File: src/rtl/nms_pkg.sv
// Shared types and the port-write decode for the sync/interrupt mixer.
// Assumes: only the low two address bits take part in the decode.
package nms_pkg;

    typedef enum logic [1:0] {
        CMD_NONE = 2'd0,
        CMD_SET  = 2'd1,
        CMD_CLR  = 2'd2
    } flag_cmd_e;

    // Map a strobed write onto a flag command; dual-low or dual-high is a no-op.
    function automatic flag_cmd_e decode_write(input logic wr_n, input logic [1:0] a);
        flag_cmd_e c;
        c = CMD_NONE;
        if (!wr_n) begin
            if (!a[0] && a[1])
                c = CMD_SET;
            else if (!a[1] && a[0])
                c = CMD_CLR;
        end
        return c;
    endfunction

endpackage

File: src/rtl/nms_port_latch.sv
// Enable flag written through I/O port writes.
// Assumes: io_wr_n is already synchronous to clk; reset clears the flag.
module nms_port_latch
    import nms_pkg::*;
(
    input  logic       clk,
    input  logic       rst_n,
    input  logic       io_wr_n,
    input  logic [1:0] addr_lo,
    output logic       flag
);

    flag_cmd_e cmd;

    // Decode the current bus write into a command.
    always_comb cmd = decode_write(io_wr_n, addr_lo);

    // Hold, set or clear the flag on each edge.
    always_ff @(posedge clk) begin
        if (!rst_n)
            flag <= 1'b0;
        else if (cmd == CMD_SET)
            flag <= 1'b1;
        else if (cmd == CMD_CLR)
            flag <= 1'b0;
    end

endmodule

File: src/rtl/nms_porch_timer.sv
// Back-porch blanking: black from the hsync rise for PORCH_CYC cycles
// and while hsync is held. Assumes PORCH_CYC >= 1.
module nms_porch_timer #(
    parameter int PORCH_CYC = 18
) (
    input  logic clk,
    input  logic rst_n,
    input  logic hsync,
    output logic blank
);

    localparam int CW = $clog2(PORCH_CYC + 1);
    localparam logic [CW-1:0] LOAD = CW'(PORCH_CYC - 1);

    logic          hs_q;
    logic          rise;
    logic [CW-1:0] cnt;

    // Detect the first cycle of a sync pulse.
    always_comb rise = hsync && !hs_q;

    // Delay hsync and run the remaining-blank countdown.
    always_ff @(posedge clk) begin
        if (!rst_n) begin
            hs_q <= 1'b0;
            cnt  <= '0;
        end else begin
            hs_q <= hsync;
            if (rise)
                cnt <= LOAD;
            else if (cnt != '0)
                cnt <= cnt - 1'b1;
        end
    end

    // Blank on the rise, during the countdown and while sync is held.
    always_comb blank = rise || hsync || (cnt != '0);

endmodule

File: src/rtl/nms_sync_mix.sv
// Combinational output stage: interrupt gating, wait request, composite
// sync and video gating. Assumes all inputs are synchronous to the clock.
module nms_sync_mix (
    input  logic flag,
    input  logic hw_enable,
    input  logic hsync,
    input  logic vsync_n,
    input  logic halt_n,
    input  logic video_in,
    input  logic blank,
    output logic nmi_n,
    output logic wait_n,
    output logic sync_n,
    output logic video_out
);

    logic nmi_act;

    // Interrupt coincides with sync only when flag and pin both allow it.
    always_comb nmi_act = hsync && flag && hw_enable;

    // Drive the active-low outputs and the gated video.
    always_comb begin
        nmi_n     = !nmi_act;
        wait_n    = !(halt_n && nmi_act);
        sync_n    = !(hsync || (!vsync_n && !flag));
        video_out = video_in && !blank;
    end

endmodule

File: src/rtl/nmi_sync_mixer.sv
// Top: line-sync interrupt gate, composite sync mixer and back-porch blanker.
// Assumes hsync comes from an external free-running line generator.
module nmi_sync_mixer #(
    parameter int PORCH_CYC = 18
) (
    input  logic       clk,
    input  logic       rst_n,
    input  logic       io_wr_n,
    input  logic [1:0] addr_lo,
    input  logic       hw_enable,
    input  logic       hsync,
    input  logic       vsync_n,
    input  logic       video_in,
    input  logic       halt_n,
    output logic       nmi_n,
    output logic       wait_n,
    output logic       sync_n,
    output logic       video_out,
    output logic       video_disable,
    output logic       sync_disable
);

    logic flag;
    logic blank;

    nms_port_latch u_latch (
        .clk     (clk),
        .rst_n   (rst_n),
        .io_wr_n (io_wr_n),
        .addr_lo (addr_lo),
        .flag    (flag)
    );

    nms_porch_timer #(.PORCH_CYC(PORCH_CYC)) u_porch (
        .clk   (clk),
        .rst_n (rst_n),
        .hsync (hsync),
        .blank (blank)
    );

    nms_sync_mix u_mix (
        .flag      (flag),
        .hw_enable (hw_enable),
        .hsync     (hsync),
        .vsync_n   (vsync_n),
        .halt_n    (halt_n),
        .video_in  (video_in),
        .blank     (blank),
        .nmi_n     (nmi_n),
        .wait_n    (wait_n),
        .sync_n    (sync_n),
        .video_out (video_out)
    );

    // Disable the legacy logic while software owns the display time.
    always_comb begin
        video_disable = flag;
        sync_disable  = flag;
    end

endmodule

File: config.mk
export PLATFORM = sky130hd
export DESIGN_NAME = nmi_sync_mixer
export DESIGN_NICKNAME = d
export VERILOG_FILES = /design/src/rtl/nms_pkg.sv /design/src/rtl/nms_port_latch.sv /design/src/rtl/nms_porch_timer.sv /design/src/rtl/nms_sync_mix.sv /design/src/rtl/nmi_sync_mixer.sv
export SDC_FILE = /design/constraint.sdc
export NUM_CORES = 1
export LEC_CHECK = 0
export BUFFER_PORTS_ARGS = -buffer_cell sky130_fd_sc_hd__buf_4
export CELL_PAD_IN_SITES_DETAIL_PLACEMENT = 1
export CELL_PAD_IN_SITES_GLOBAL_PLACEMENT = 1
export CORE_AREA = 2 2 39 41
export DETAILED_ROUTE_END_ITERATION = 8
export DIE_AREA = 0 0 41 43
export PLACE_DENSITY_LB_ADDON = 0.1
export SYNTH_ARGS = -nofsm -noshare
export SYNTH_HDL_FRONTEND = slang
export SYNTH_SLANG_ARGS = --single-unit
File: constraint.sdc
create_clock -name clk -period 1.6 [get_ports clk]
set_input_delay 0 -clock clk [delete_from_list [all_inputs] [get_ports clk]]
set_output_delay 0 -clock clk [all_outputs]
set_load 0.05 [all_outputs]
==> summary.log <==
INFO  clock_tree     clock_sinks=7
INFO  power_and_ir_drop power.total=0.704mW
INFO  timing         finalCritPeriodShare=102%
INFO  clock_tree     worst_skew_pair.late_latency=0.26ns
INFO  global_routing grt_antenna_before_repair=0
INFO  yosys          synth-edff-count=0
INFO  global_routing gr-usage-all-layers=12.5%
INFO  timing         tns=-0.0291ns
INFO  yosys          yosys.area.top_type_share=38.9%
INFO  finish         layout-area-overhead-vs-synth=57.6%
INFO  route          wl_per_cell=12.7um
INFO  route          detailedRoute.firstPassIterationCount=4
INFO  worst_setup_path critical_path.startpoint_type=register
INFO  power_and_ir_drop power.static_leakage=0.248nW
INFO  placement      placement.setup.worst_slack=-0.00256ns
INFO  worst_setup_path critPathMaxStageDelay=0.48ns
INFO  hold_path      worst_hold_path_type=in2reg
INFO  global_routing grt-ovfl-total=0
INFO  yosys          ys_seq_elements=7
INFO  global_routing grt_pass1_wl=1.34mm
INFO  worst_setup_path critPathMaxFanout=2
INFO  placement      finalWeightedCongestion=0.777
INFO  yosys          ys_warn_count=0
INFO  worst_setup_path worst_ep_required_time=1.60ns
INFO  clock_tree     cts_tree=done
INFO  timing         clock-skew-final=0.00609ns
INFO  run_status     status=complete, but fails checks
INFO  finish         seqCellArea=143um2
INFO  worst_setup_path crit_slowest_cell=or4b_4
INFO  finish         layout.cell_area.non_filler=568um2
INFO  floorplan      coreArea=1380um2
INFO  clock_tree     tritoncts.num_buffers=3
INFO  yosys          syn_inst=39
INFO  flow_run       drv.max_cap_violation_count=0
INFO  floorplan      boundaryPins=16
INFO  finish         layout.filler_cells=168
INFO  route          drtIter0Drc=2
INFO  clock_tree     cts_root_buf=clkbuf_4
INFO  placement      numPortBuffers=15
INFO  route          route.vias.total=358
INFO  finish         area_used_by_multi_input_combinational_logic=223um2
INFO  yosys          synthArstFlopShare=0%
INFO  yosys          post_synth_main_area_contributors=dfxtp_1 39%, ha_1 6.9%, nand2b_1 5.2%
INFO  timing         maxSlewViolCount=0
INFO  timing         finalWorstSetupSlack=-0.0291ns
INFO  yosys          synth.most_common_cell=dfxtp_1
INFO  power_and_ir_drop cellPowerDensity=1240nW/um2
INFO  clock_tree     max-clock-path-buffers=2
INFO  timing         grt_setup_unrepaired=yes
INFO  worst_setup_path cp.arrival=1.63ns
INFO  global_routing grt_pass1_vias=342
INFO  worst_setup_path path_cells=inv_2 -> ha_4 -> or4b_4 -> nor3b_4 -> buf_6
INFO  yosys          ys_dominant_reg_cell=dfxtp_1
INFO  timing         slew-limit-headroom=84.6%
INFO  finish         post-route-util=41.0%
INFO  route          drcViolationCount=0
INFO  timing         final_report_setup_violation_count=1
INFO  yosys          post_synth.cell_area_avg=9.24um2
INFO  floorplan      die_w=41um
INFO  worst_setup_path timing.critical_path.to_type=primary output
INFO  yosys          synth_seq_area_share=38.9%
INFO  placement      place_area=487um2
INFO  worst_setup_path criticalPathCategory=reg2out
INFO  power_and_ir_drop worst_ir_drop_vdd=509uV
INFO  yosys          netlist_area=360um2
INFO  timing         fmax=0.614GHz
INFO  floorplan      die_height=43um
INFO  route          drt_wl_total=964um
INFO  placement      place_hpwl=722um
INFO  yosys          postSynthNetCount=51
INFO  global_routing grt_max_degree=7
INFO  timing         period_needed=1.63ns
INFO  clock_tree     clkSlewWorstSetupHoldPaths=0.06ns
INFO  floorplan      initial_core_util=26.0%
INFO  finish         antenna-diode-count=0
INFO  timing         timing_hold_violations_final=0
INFO  finish         final_layout_size_suffix_gt1_share=50.0%
INFO  route          detail-route-antenna-nets=0
INFO  yosys          synth.cells.most_frequent=7 x dfxtp_1, 4 x nor2_1, 3 x nand2b_1
INFO  floorplan      rows=14
INFO  yosys          post_synth_num_cell_types=24
INFO  finish         final_nets=73
INFO  run_status     failed_checks=negative setup slack
INFO  floorplan      design.die.area=1760um2
INFO  timing         worst_pin_slew=0.230ns
INFO  yosys          yosys.area.top_type=dfxtp_1
INFO  route          post_drt_via_cell_ratio=4.71
INFO  clock_tree     h_tree_depth=1
[power breakdown]
part | switching [mW] | internal [mW] | total, mW
clock | 0.0733 | 0.0957 | 0.169
sequential | 0.0255 | 0.208 | 0.233
combinational | 0.141 | 0.160 | 0.302
total | 0.240 | 0.464 | 0.704
[kinds of logic after synthesis]
| family | synth area share (%) |
|---|---|
| and+or+nand+nor | 30.6 |
| DFF | 38.9 |
| AOI/OAI and AO/OA | 10.4 |
| buffers and inverters | 5.56 |
| xor gates and xnor gates | 4.86 |
| adders and majority gates | 6.94 |
| muxes | 2.78 |
[worst paths after layout]
check                                    start        endpoint  slack, ns  cells after the start
worst max-delay path            u_porch.cnt[1]       video_out      -0.03                      5
worst max register to register  u_porch.cnt[1]  u_porch.cnt[0]       0.04                      6
worst min-delay path                     hsync    u_porch.hs_q       0.02                      2
worst min register to register  u_porch.cnt[4]  u_porch.cnt[4]       0.49                      2
[what timing repair did]
item | CTS | global route
buffers inserted | 2 | 1
pin swaps | 2 | 2
resized for setup | 8 | 0
hold buffers | 1 | 0
endpoints found under the setup margin | 2 | 2
hold endpoints to repair | 1 | 0
[final cells by class]
cell class	count	area share, %
Multi-Input combinational cell	28	39.2
Tap cell	16	3.52
Timing Repair Buffer	19	26.2
Clock buffer	4	4.63
Inverter	2	1.32
Sequential cell	7	25.1
[worst max-delay path: cells and delay by family, from the launching register on]
| kind | cells | cell delay, ns |
|---|---|---|
| flops | 1 | 0.33 |
| simple gates | 2 | 0.67 |
| buf+inv | 2 | 0.25 |
| fa+ha+maj | 1 | 0.13 |
[metal layers]
metal,share of wire [%],GRT usage (%)
met4,3.0,13.3
met3,8.2,3.66
met2,48,19.4
met1,40,11.4
met5,0,0
[flip-flops by register name, summed over array words and instances (netlist names)]
name          count
u_porch.cnt       5
u_porch.hs_q      1
u_latch.flag      1
[layout by cell type, fill, tap and decap left out]
master / instances
nor2_1: 4
dlygate4sd3_1: 1
a211oi_2: 1
inv_2: 2
nor2b_1: 1
nor3_1: 1
ha_4: 1
nand2_1: 1
xnor2_1: 2
nand2b_1: 3
a21boi_1: 1
nor3b_4: 1
clkbuf_1: 1
or3b_2: 1
o21ai_0: 1
a21oi_1: 1
nand3_1: 2
buf_6: 1
dfxtp_1: 5
clkbuf_4: 3
a21boi_0: 1
nor3b_1: 1
dfxtp_2: 2
and2_1: 1
nand4_1: 1
or4b_4: 1
ha_1: 1
mux2i_1: 1
buf_4: 17
[stage by stage]
step,hold slack (ns),cells
after floorplan,0.0655,39
after global placement,0.260,68
after detailed placement,0.267,68
after CTS,0.0160,75
after global routing,0.0239,76
final,0.0178,76
(Power assumes the default switching activity.)
